## config.mk

```make
export PLATFORM = sky130hd
export DESIGN_NAME = trap_entry_seq
export DESIGN_NICKNAME = d
export VERILOG_FILES = /design/src/rtl/trap_pkg.sv /design/src/rtl/trap_classifier.sv /design/src/rtl/cwp_rotator.sv /design/src/rtl/trap_vector_gen.sv /design/src/rtl/trap_entry_seq.sv
export SDC_FILE = /design/constraint.sdc
export NUM_CORES = 1
export LEC_CHECK = 0
export BUFFER_PORTS_ARGS = -buffer_cell sky130_fd_sc_hd__buf_4
export CORE_AREA = 2 2 116 118
export DETAILED_ROUTE_END_ITERATION = 6
export DIE_AREA = 0 0 118 120
export PLACE_DENSITY = 0.7
export SKIP_CTS_REPAIR_TIMING = 1
export SKIP_LAST_GASP = 1
export SLEW_MARGIN = 20
export SYNTH_ARGS = -nofsm -noshare
export SYNTH_HDL_FRONTEND = slang
export SYNTH_SLANG_ARGS = --single-unit
```

## constraint.sdc

```tcl
create_clock -name clk -period 3.54 [get_ports clk]
set_input_delay 0.177 -clock clk [delete_from_list [all_inputs] [get_ports clk]]
set_output_delay 0.177 -clock clk [all_outputs]
set_load 0.02 [all_outputs]
```

## src/rtl/trap_pkg.sv

```systemverilog
package trap_pkg;
  localparam int TT_W = 8;
  localparam int VEC_SHIFT = 4;
  localparam logic [3:0] EXT_IRQ_GROUP = 4'h1;
  localparam logic [TT_W-1:0] HALT_TT = 8'h80;
  localparam logic [4:0] SAVE_PC_IDX = 5'd9;
  localparam logic [4:0] SAVE_NPC_IDX = 5'd10;

  typedef enum logic [1:0] {
    OUT_VECTOR = 2'd0,
    OUT_ERROR  = 2'd1,
    OUT_HALT   = 2'd2
  } trap_outcome_e;
endpackage

```

## src/rtl/trap_classifier.sv

```systemverilog
module trap_classifier
  import trap_pkg::*;
(
  input  logic [TT_W-1:0] tt,
  input  logic            et,
  input  logic            shutdown_en,
  output trap_outcome_e   outcome,
  output logic            is_ext_irq
);
  always_comb begin
    if (et)
      outcome = OUT_VECTOR;
    else if (tt == HALT_TT && shutdown_en)
      outcome = OUT_HALT;
    else
      outcome = OUT_ERROR;
  end

  assign is_ext_irq = (tt[TT_W-1:VEC_SHIFT] == EXT_IRQ_GROUP);
endmodule

```

## src/rtl/cwp_rotator.sv

```systemverilog
module cwp_rotator #(
  parameter int NWIN = 8,
  localparam int CW = (NWIN > 1) ? $clog2(NWIN) : 1
) (
  input  logic [CW-1:0] cwp_in,
  output logic [CW-1:0] cwp_dec
);
  localparam bit IS_POW2 = ((NWIN & (NWIN - 1)) == 0);

  generate
    if (IS_POW2) begin : g_pow2
      assign cwp_dec = cwp_in - CW'(1);
    end else begin : g_wrap
      assign cwp_dec = (cwp_in == '0) ? CW'(NWIN - 1) : cwp_in - CW'(1);
    end
  endgenerate
endmodule

```

## src/rtl/trap_vector_gen.sv

```systemverilog
module trap_vector_gen
  import trap_pkg::*;
#(
  parameter int XLEN = 32,
  localparam int TBA_W = XLEN - TT_W - VEC_SHIFT
) (
  input  logic [TBA_W-1:0] tba,
  input  logic [TT_W-1:0]  tt,
  output logic [XLEN-1:0]  tbr,
  output logic [XLEN-1:0]  vec_npc
);
  assign tbr     = {tba, tt, {VEC_SHIFT{1'b0}}};
  assign vec_npc = tbr + XLEN'(4);
endmodule

```

## src/rtl/trap_entry_seq.sv

```systemverilog
module trap_entry_seq
  import trap_pkg::*;
#(
  parameter int NWIN = 8,
  parameter int XLEN = 32,
  localparam int CW = (NWIN > 1) ? $clog2(NWIN) : 1,
  localparam int TBA_W = XLEN - TT_W - VEC_SHIFT
) (
  input  logic             clk,
  input  logic             rst_n,
  input  logic             req_valid,
  output logic             req_ready,
  input  logic [TT_W-1:0]  req_tt,
  input  logic [XLEN-1:0]  cur_pc,
  input  logic [XLEN-1:0]  cur_npc,
  input  logic             shutdown_en,
  input  logic             st_wr_en,
  input  logic             st_wr_et,
  input  logic             st_wr_s,
  input  logic             st_wr_ps,
  input  logic [CW-1:0]    st_wr_cwp,
  input  logic [TBA_W-1:0] st_wr_tba,
  output logic             et_o,
  output logic             s_o,
  output logic             ps_o,
  output logic [CW-1:0]    cwp_o,
  output logic [XLEN-1:0]  tbr_o,
  output logic             rf_wr_en,
  output logic [CW-1:0]    rf_wr_win,
  output logic [4:0]       rf_wr0_idx,
  output logic [XLEN-1:0]  rf_wr0_data,
  output logic [4:0]       rf_wr1_idx,
  output logic [XLEN-1:0]  rf_wr1_data,
  output logic             redir_valid,
  output logic [XLEN-1:0]  redir_pc,
  output logic [XLEN-1:0]  redir_npc,
  output logic             ack_valid,
  output logic [TT_W-1:0]  ack_tt,
  output logic             err_state,
  output logic             shutdown
);
  logic             et_q, s_q, ps_q, err_q, halt_q;
  logic [CW-1:0]    cwp_q, cwp_next;
  logic [TBA_W-1:0] tba_q;
  logic [TT_W-1:0]  tt_q;
  logic             we_q, redir_q, ack_q;
  logic [XLEN-1:0]  save_pc_q, save_npc_q;
  logic [TT_W-1:0]  ack_tt_q;

  trap_outcome_e outcome;
  logic          is_ext_irq;
  logic          stopped, accept, do_vector, do_write;

  trap_classifier u_class (
    .tt          (req_tt),
    .et          (et_q),
    .shutdown_en (shutdown_en),
    .outcome     (outcome),
    .is_ext_irq  (is_ext_irq)
  );

  cwp_rotator #(.NWIN(NWIN)) u_rot (
    .cwp_in  (cwp_q),
    .cwp_dec (cwp_next)
  );

  trap_vector_gen #(.XLEN(XLEN)) u_vec (
    .tba     (tba_q),
    .tt      (tt_q),
    .tbr     (tbr_o),
    .vec_npc (redir_npc)
  );

  assign stopped   = err_q | halt_q;
  assign req_ready = ~stopped;
  assign accept    = req_valid & ~stopped;
  assign do_vector = accept & (outcome == OUT_VECTOR);
  assign do_write  = st_wr_en & ~stopped & ~accept;

  // architectural state
  always_ff @(posedge clk or negedge rst_n) begin
    if (!rst_n) begin
      et_q   <= 1'b0;
      s_q    <= 1'b1;
      ps_q   <= 1'b0;
      cwp_q  <= '0;
      tba_q  <= '0;
      tt_q   <= '0;
      err_q  <= 1'b0;
      halt_q <= 1'b0;
    end else if (accept) begin
      unique case (outcome)
        OUT_VECTOR: begin
          et_q  <= 1'b0;
          ps_q  <= s_q;
          s_q   <= 1'b1;
          cwp_q <= cwp_next;
          tt_q  <= req_tt;
        end
        OUT_HALT:  halt_q <= 1'b1;
        default:   err_q  <= 1'b1;
      endcase
    end else if (do_write) begin
      et_q  <= st_wr_et;
      s_q   <= st_wr_s;
      ps_q  <= st_wr_ps;
      cwp_q <= st_wr_cwp;
      tba_q <= st_wr_tba;
    end
  end

  // single-cycle side effects
  always_ff @(posedge clk or negedge rst_n) begin
    if (!rst_n) begin
      we_q       <= 1'b0;
      redir_q    <= 1'b0;
      ack_q      <= 1'b0;
      save_pc_q  <= '0;
      save_npc_q <= '0;
      ack_tt_q   <= '0;
    end else begin
      we_q    <= do_vector;
      redir_q <= do_vector;
      ack_q   <= do_vector & is_ext_irq;
      if (do_vector) begin
        save_pc_q  <= cur_pc;
        save_npc_q <= cur_npc;
        ack_tt_q   <= req_tt;
      end
    end
  end

  assign et_o        = et_q;
  assign s_o         = s_q;
  assign ps_o        = ps_q;
  assign cwp_o       = cwp_q;
  assign rf_wr_en    = we_q;
  assign rf_wr_win   = cwp_q;
  assign rf_wr0_idx  = SAVE_PC_IDX;
  assign rf_wr0_data = save_pc_q;
  assign rf_wr1_idx  = SAVE_NPC_IDX;
  assign rf_wr1_data = save_npc_q;
  assign redir_valid = redir_q;
  assign redir_pc    = tbr_o;
  assign ack_valid   = ack_q;
  assign ack_tt      = ack_tt_q;
  assign err_state   = err_q;
  assign shutdown    = halt_q;
endmodule

```

Word-level counts from Yosys, hierarchy flattened
Cells that the tools add are included.
{"block": "word_totals", "wordCells": 51, "register_bits": 110, "output_inout_bits": 193}
{"block": "classes", "add_sub_neg": 2, "bitwise": 9, "n_reduce_logical": 9, "n_eq_ne": 4, "muxes": 14}
{"op": "$add 32x3->32 const B", "count": 1}
{"op": "$reduce_and 2->1", "count": 5}
{"op": "$mux 1", "count": 9}
{"op": "$mux 3", "count": 3}
{"op": "$eq 8x8->1 const B", "count": 1}
{"op": "$and 1x1->1", "count": 5}
{"op": "$eq 4x1->1 const B", "count": 1}
{"op": "$mux 2", "count": 2}
{"op": "$not 1->1", "count": 3}
{"op": "$sub 3x1->3 const B", "count": 1}
{"op": "$eq 2x2->1 const B", "count": 1}
{"op": "$logic_not 2->1", "count": 1}
{"op": "$ne 2x1->1 const B", "count": 1}
{"op": "$reduce_bool 2->1", "count": 1}
{"op": "$reduce_or 2->1", "count": 1}
{"op": "$logic_and 1x1->1", "count": 1}
{"op": "$or 1x1->1", "count": 1}

Logic depth before layout (Yosys ltp)
{"block": "depth", "ltp_word": 8, "mapped_depth": 6, "ltp_nobuf": 5}

Hierarchy
A second synthesis with hierarchy kept.
{"block": "unflattened", "cells_unflattened": 361, "area_unflattened_um2": 4968.5}
{"module": "trap_entry_seq", "seq_area_each_um2": 2553.7, "n_inst": 1, "cells_per_inst": 284, "area_each_um2": 4396.7}
{"module": "trap_vector_gen", "seq_area_each_um2": 0.0, "n_inst": 1, "cells_per_inst": 66, "area_each_um2": 488.0}
{"module": "trap_classifier", "seq_area_each_um2": 0.0, "n_inst": 1, "cells_per_inst": 6, "area_each_um2": 51.3}
{"module": "cwp_rotator", "seq_area_each_um2": 0.0, "n_inst": 1, "cells_per_inst": 5, "area_each_um2": 32.5}

Worst setup path after synthesis
No wires, ideal clock.
{"block": "synth_path", "kind": "register to register", "from": "reg err_q (netlist: err_state)", "to": "reg tba_q[0]", "required_time_ns": 3.423, "period_less_slack_ns": 1.561, "path_stages_with_launch": 6, "n_path_buf": 2, "setup_slack_ns": 1.979, "arrival_time_ns": 1.444, "path_cell_list": "dfrtp_1 > or4b_1 > buf_2 > buf_4 > nand2_1 > nand2_1"}
{"block": "synth_via", "elab_chain_len": 6, "word_cells_on_any_way": 7, "cone_classes": "bitwise: 6; reduce/logical: 1"}
{"item": "start: declaration", "line": "trap_entry_seq.sv:42", "rtl": "logic et_q, s_q, ps_q, err_q, halt_q;"}
{"item": "start signal: assignment", "line": "trap_entry_seq.sv:89", "rtl": "err_q <= 1'b0;"}
{"item": "start signal: assignment", "line": "trap_entry_seq.sv:101", "rtl": "default: err_q <= 1'b1;"}
{"item": "$or 1x1->1 (*)", "line": "trap_entry_seq.sv:74", "rtl": "assign stopped = err_q | halt_q;"}
{"item": "$not 1->1 (*)", "line": "trap_entry_seq.sv:76, trap_entry_seq.sv:78"}
{"item": "$and 1x1->1", "line": "trap_entry_seq.sv:76", "rtl": "assign accept = req_valid & ~stopped;"}
{"item": "$not 1->1 (no source line)"}
{"item": "$and 1x1->1", "line": "trap_entry_seq.sv:78", "rtl": "assign do_write = st_wr_en & ~stopped & ~accept;"}
{"item": "$reduce_and 2->1 (no source line) (*)"}
{"item": "end signal: assignment", "line": "trap_entry_seq.sv:108", "rtl": "tba_q <= st_wr_tba;"}
{"item": "end: declaration", "line": "trap_entry_seq.sv:44", "rtl": "logic [TBA_W-1:0] tba_q;"}
Mark *: on every way between the ends. The rest lies on a longest branch, timed or not.
A chain may end at the register's enable or synchronous reset.

Final worst setup path
{"block": "layout_path", "from": "reg err_q (netlist: err_state)", "to": "reg cwp_q[0] (netlist: cwp_o[0])"}
{"block": "layout_via", "elab_chain_len": 7, "word_cells_on_any_way": 10, "cone_classes": "eq/ne: 1; mux: 1; bitwise: 6; reduce/logical: 2"}
{"item": "$or 1x1->1 (*)", "line": "trap_entry_seq.sv:74"}
{"item": "$not 1->1 (*)", "line": "trap_entry_seq.sv:76, trap_entry_seq.sv:78"}
{"item": "$and 1x1->1", "line": "trap_entry_seq.sv:76"}
{"item": "$not 1->1 (no source line)"}
{"item": "$and 1x1->1", "line": "trap_entry_seq.sv:78"}
{"item": "$reduce_bool 2->1 (no source line)"}
{"item": "$reduce_and 2->1 (no source line)"}
{"item": "end signal: assignment", "line": "trap_entry_seq.sv:97", "rtl": "cwp_q <= cwp_next;"}
{"item": "end signal: assignment", "line": "trap_entry_seq.sv:107", "rtl": "cwp_q <= st_wr_cwp;"}
{"item": "end: declaration", "line": "trap_entry_seq.sv:43", "rtl": "logic [CW-1:0] cwp_q, cwp_next;"}
Marks and branches as above.

==> impl_results.md <==
- WL final: roughly 12000 um
- Internal reg-to-reg setup slack: 1.59 ns
- Number of synthesized flops with an enable pin: 0
- Critical Path Start Type: flip-flop
- Syn Area/Cell: 8.73 sq um
- Fin. Hold Viols: 0
- Cell variety after synth: 30
- Reg2Reg Depth: 3
- Flops & latches, synth: 102
- Slew Viols, Final: 0
- Place WS: approximately 1.6 ns
- Crit path depth: 3
- Crit-path max cell delay: between 0.9 and 1 ns
- Arrival time worst endpoint: approximately 2.2 ns
- Vias in the first global route: 3682
- CP delay by family, top: simple AND/OR/NAND/NOR gates
- Req. time, crit path: about 3.8 ns
- Global-route wire length before repair: 18700 um
- Final global-route overflow total: 0
- GRT Overall Usage: between 15 and 20%
- # placed instances: 892
- Ys Warns: 0
- Hold Path Class: in2reg
- Crit-path cells: or4b_1 -> mux2i_1 -> a221o_1
- Fin util: 50.6%
- Post-synthesis sequential area ratio: 55.3%
- Buffers added on ports: 273
- Syn Std Cell Area: 4620 sq um
- Clock slew at reported path FFs: about 0.07 ns
- CP max-delay cell: or4b_1
- Setup Viol. Count Final: 0
- Hold EP: rf_wr1_data[1]
- Worst hold start: cur_npc[1]
- CTS Sinks: 102
- RSZ-0062 raised after global routing: false
- Initial Util: 35.6%
- Final worst path period need: 1.95 ns
- Largest net degree at the start of global routing: 75
- Non-filler cells, final: 909
- Reg-to-reg critical path endpoint: cwp_o[0]
- CTS root buffer: clkbuf_16
- Die W: around 120 um
- Initial antenna violation count: 0
- TritonCTS Buffers: 9
- Worst-path fanout max: 27
- DRC: 0
- DRT iter0 DRCs: 191
- Final period utilization: between 50% and 60%
- DRT Pass-1 Iters: 4
- Pleak: roughly 3.9 nW
- Cell Rows: 42
- Die Area: 14200 sq um
- Core Box Area: 13000 sq um
- Crit. End Element: flip-flop
- Hold path cells: 3
- CTS tree: built
- Final nets: 832
- Number of I/O pins: 296
- Critical path buffer and inverter count: 0
- Filler Cell Count: 1228
- H-Tree Depth: 3
- Setup TNS: 0 ns
- MaxCap Viol Count: 0
- Layout cell share with drive strength beyond 1: 40.8%
- Antenna diode count: 0
- Die Y-Extent: between 100 and 150 um
- Least-Margin Pin Slew: 0.882 ns
- Area growth from synthesis to layout: 42.2%
- PD cells: ~370 nW/um^2
- Routed len/inst: around 13 um
- Post-route ant nets: 0
- Worst Skew: about 0.0046 ns
- Most used DFF post-synth: dfrtp_1
- Worst r2r src: err_state
- Post-Synthesis Cells: 529
- Fraction of registers with async set or reset after synthesis: between 90% and 100%
- Worst skew pair latency: 0.34 ns
- HPWL after DPL: 8530 um
- Setup ws final: 1.59 ns
- CTS Buffer Depth: 2
- Vias per inst: 4.29
- CP Class: reg2reg
- Final Wtd Congestion: 0.782
- Via count: 3901
- Outcome: complete, no violations
- Fmax: 512 MHz
- Maximum vdd ir drop: 182 uV
- Relative slew margins: 41.2%
[metrics by stage]
step	hold WS [ns]	area [sq um]	power (W)
6_report	0.0208	6570	0.00242
5_1_grt	0.00584	6570	0.00252
4_1_cts	-0.112	6560	0.00246
3_5_place_dp	0.265	6260	0.00145
3_3_place_gp	0.263	6260	0.00145
2_1_floorplan	-0.119	4690	0.00133
[layout by cell type (no fill, tap or decap), drive strengths merged, types with 2 or more instances in the layout]
cell,n
dfrtp,101
nand2,279
nand3,2
clkinvlp,3
clkinv,3
inv,5
conb,22
buf,278
clkbuf,9
nor2,5
nor3,6
[layout make-up]
class                           instances  area (sq um)  share of cell area (%)
Sequential cell                       102          2550                    38.9
Timing Repair Buffer                  279          2110                    32.1
Multi-Input combinational cell        331          1370                    20.8
Clock buffer                            9           225                    3.43
Tap cell                              176           220                    3.35
Clock inverter                          7          75.1                    1.14
Inverter                                5          18.8                   0.286
[metal layers]
layer | vias to the layer above | share of wire, % | GRT usage (%)
met3 | 16 | 7.5 | 4.47
met2 | 168 | 50 | 27.3
met5 | - | 0 | 0
met1 | 1821 | 41 | 20.7
met4 | 0 | 2.0 | 6.93
li1 | 1896 | - | -
[report_power, final]
part           switching (W)  total [W]  internal (W)
Clock               0.000444   0.000993      0.000549
Combinational       0.000118   0.000234      0.000117
Sequential         0.0000145    0.00119       0.00118
Total               0.000576    0.00242       0.00184
[state kept, by name, indices dropped and copies added (netlist names)]
name / count
rf_wr0_data: 32
rf_wr1_data: 32
tba_q: 20
tt_q: 8
cwp_o: 3
ack_valid: 1
err_state: 1
et_o: 1
ps_o: 1
redir_valid: 1
s_o: 1
shutdown: 1
[worst reg2reg max path: cells and delay by family (launching register included)]
| family | cells | cell delay (ns) |
|---|---|---|
| AND/OR/NAND/NOR | 1 | 0.97 |
| flip-flops | 1 | 0.47 |
| AO/OA/AOI/OAI | 1 | 0.16 |
| multiplexers | 1 | 0.30 |
[cell families after synthesis]
group | Yosys count | share of synthesized area [%]
and+or+nand+nor | 298 | 25.3
AOI/OAI and AO/OA | 9 | 1.41
DFF | 102 | 55.3
adders and majority gates | 1 | 0.271
other | 2 | 0.163
muxes | 1 | 0.217
buffers and inverters | 116 | 17.3
[worst max-delay path by stage]
| stage | start | endpoint | slack [ns] |
|---|---|---|---|
| 4_1_cts | err_state | cwp_o[0] | 1.57 |
| 2_1_floorplan | err_state | tba_q[0] | 1.98 |
| 5_1_grt | err_state | cwp_o[1] | 1.45 |
| 6_report | err_state | cwp_o[0] | 1.59 |
| 3_5_place_dp | err_state | cwp_o[0] | 1.58 |
| 3_3_place_gp | err_state | cwp_o[0] | 1.62 |
[synth_stat cells, types with 2 or more instances]
| master | n | area, sq um |
|---|---|---|
| nor3_1 | 6 | 30.0 |
| inv_1 | 4 | 15.0 |
| buf_2 | 11 | 55.1 |
| conb_1 | 2 | 7.51 |
| dfrtp_1 | 101 | 2530 |
| buf_4 | 91 | 683 |
| clkbuf_1 | 8 | 30.0 |
| nor2_1 | 5 | 18.8 |
| nand2_1 | 279 | 1050 |
| nand3_1 | 2 | 10.0 |
Note: power is estimated with default switching activity, not from simulation.
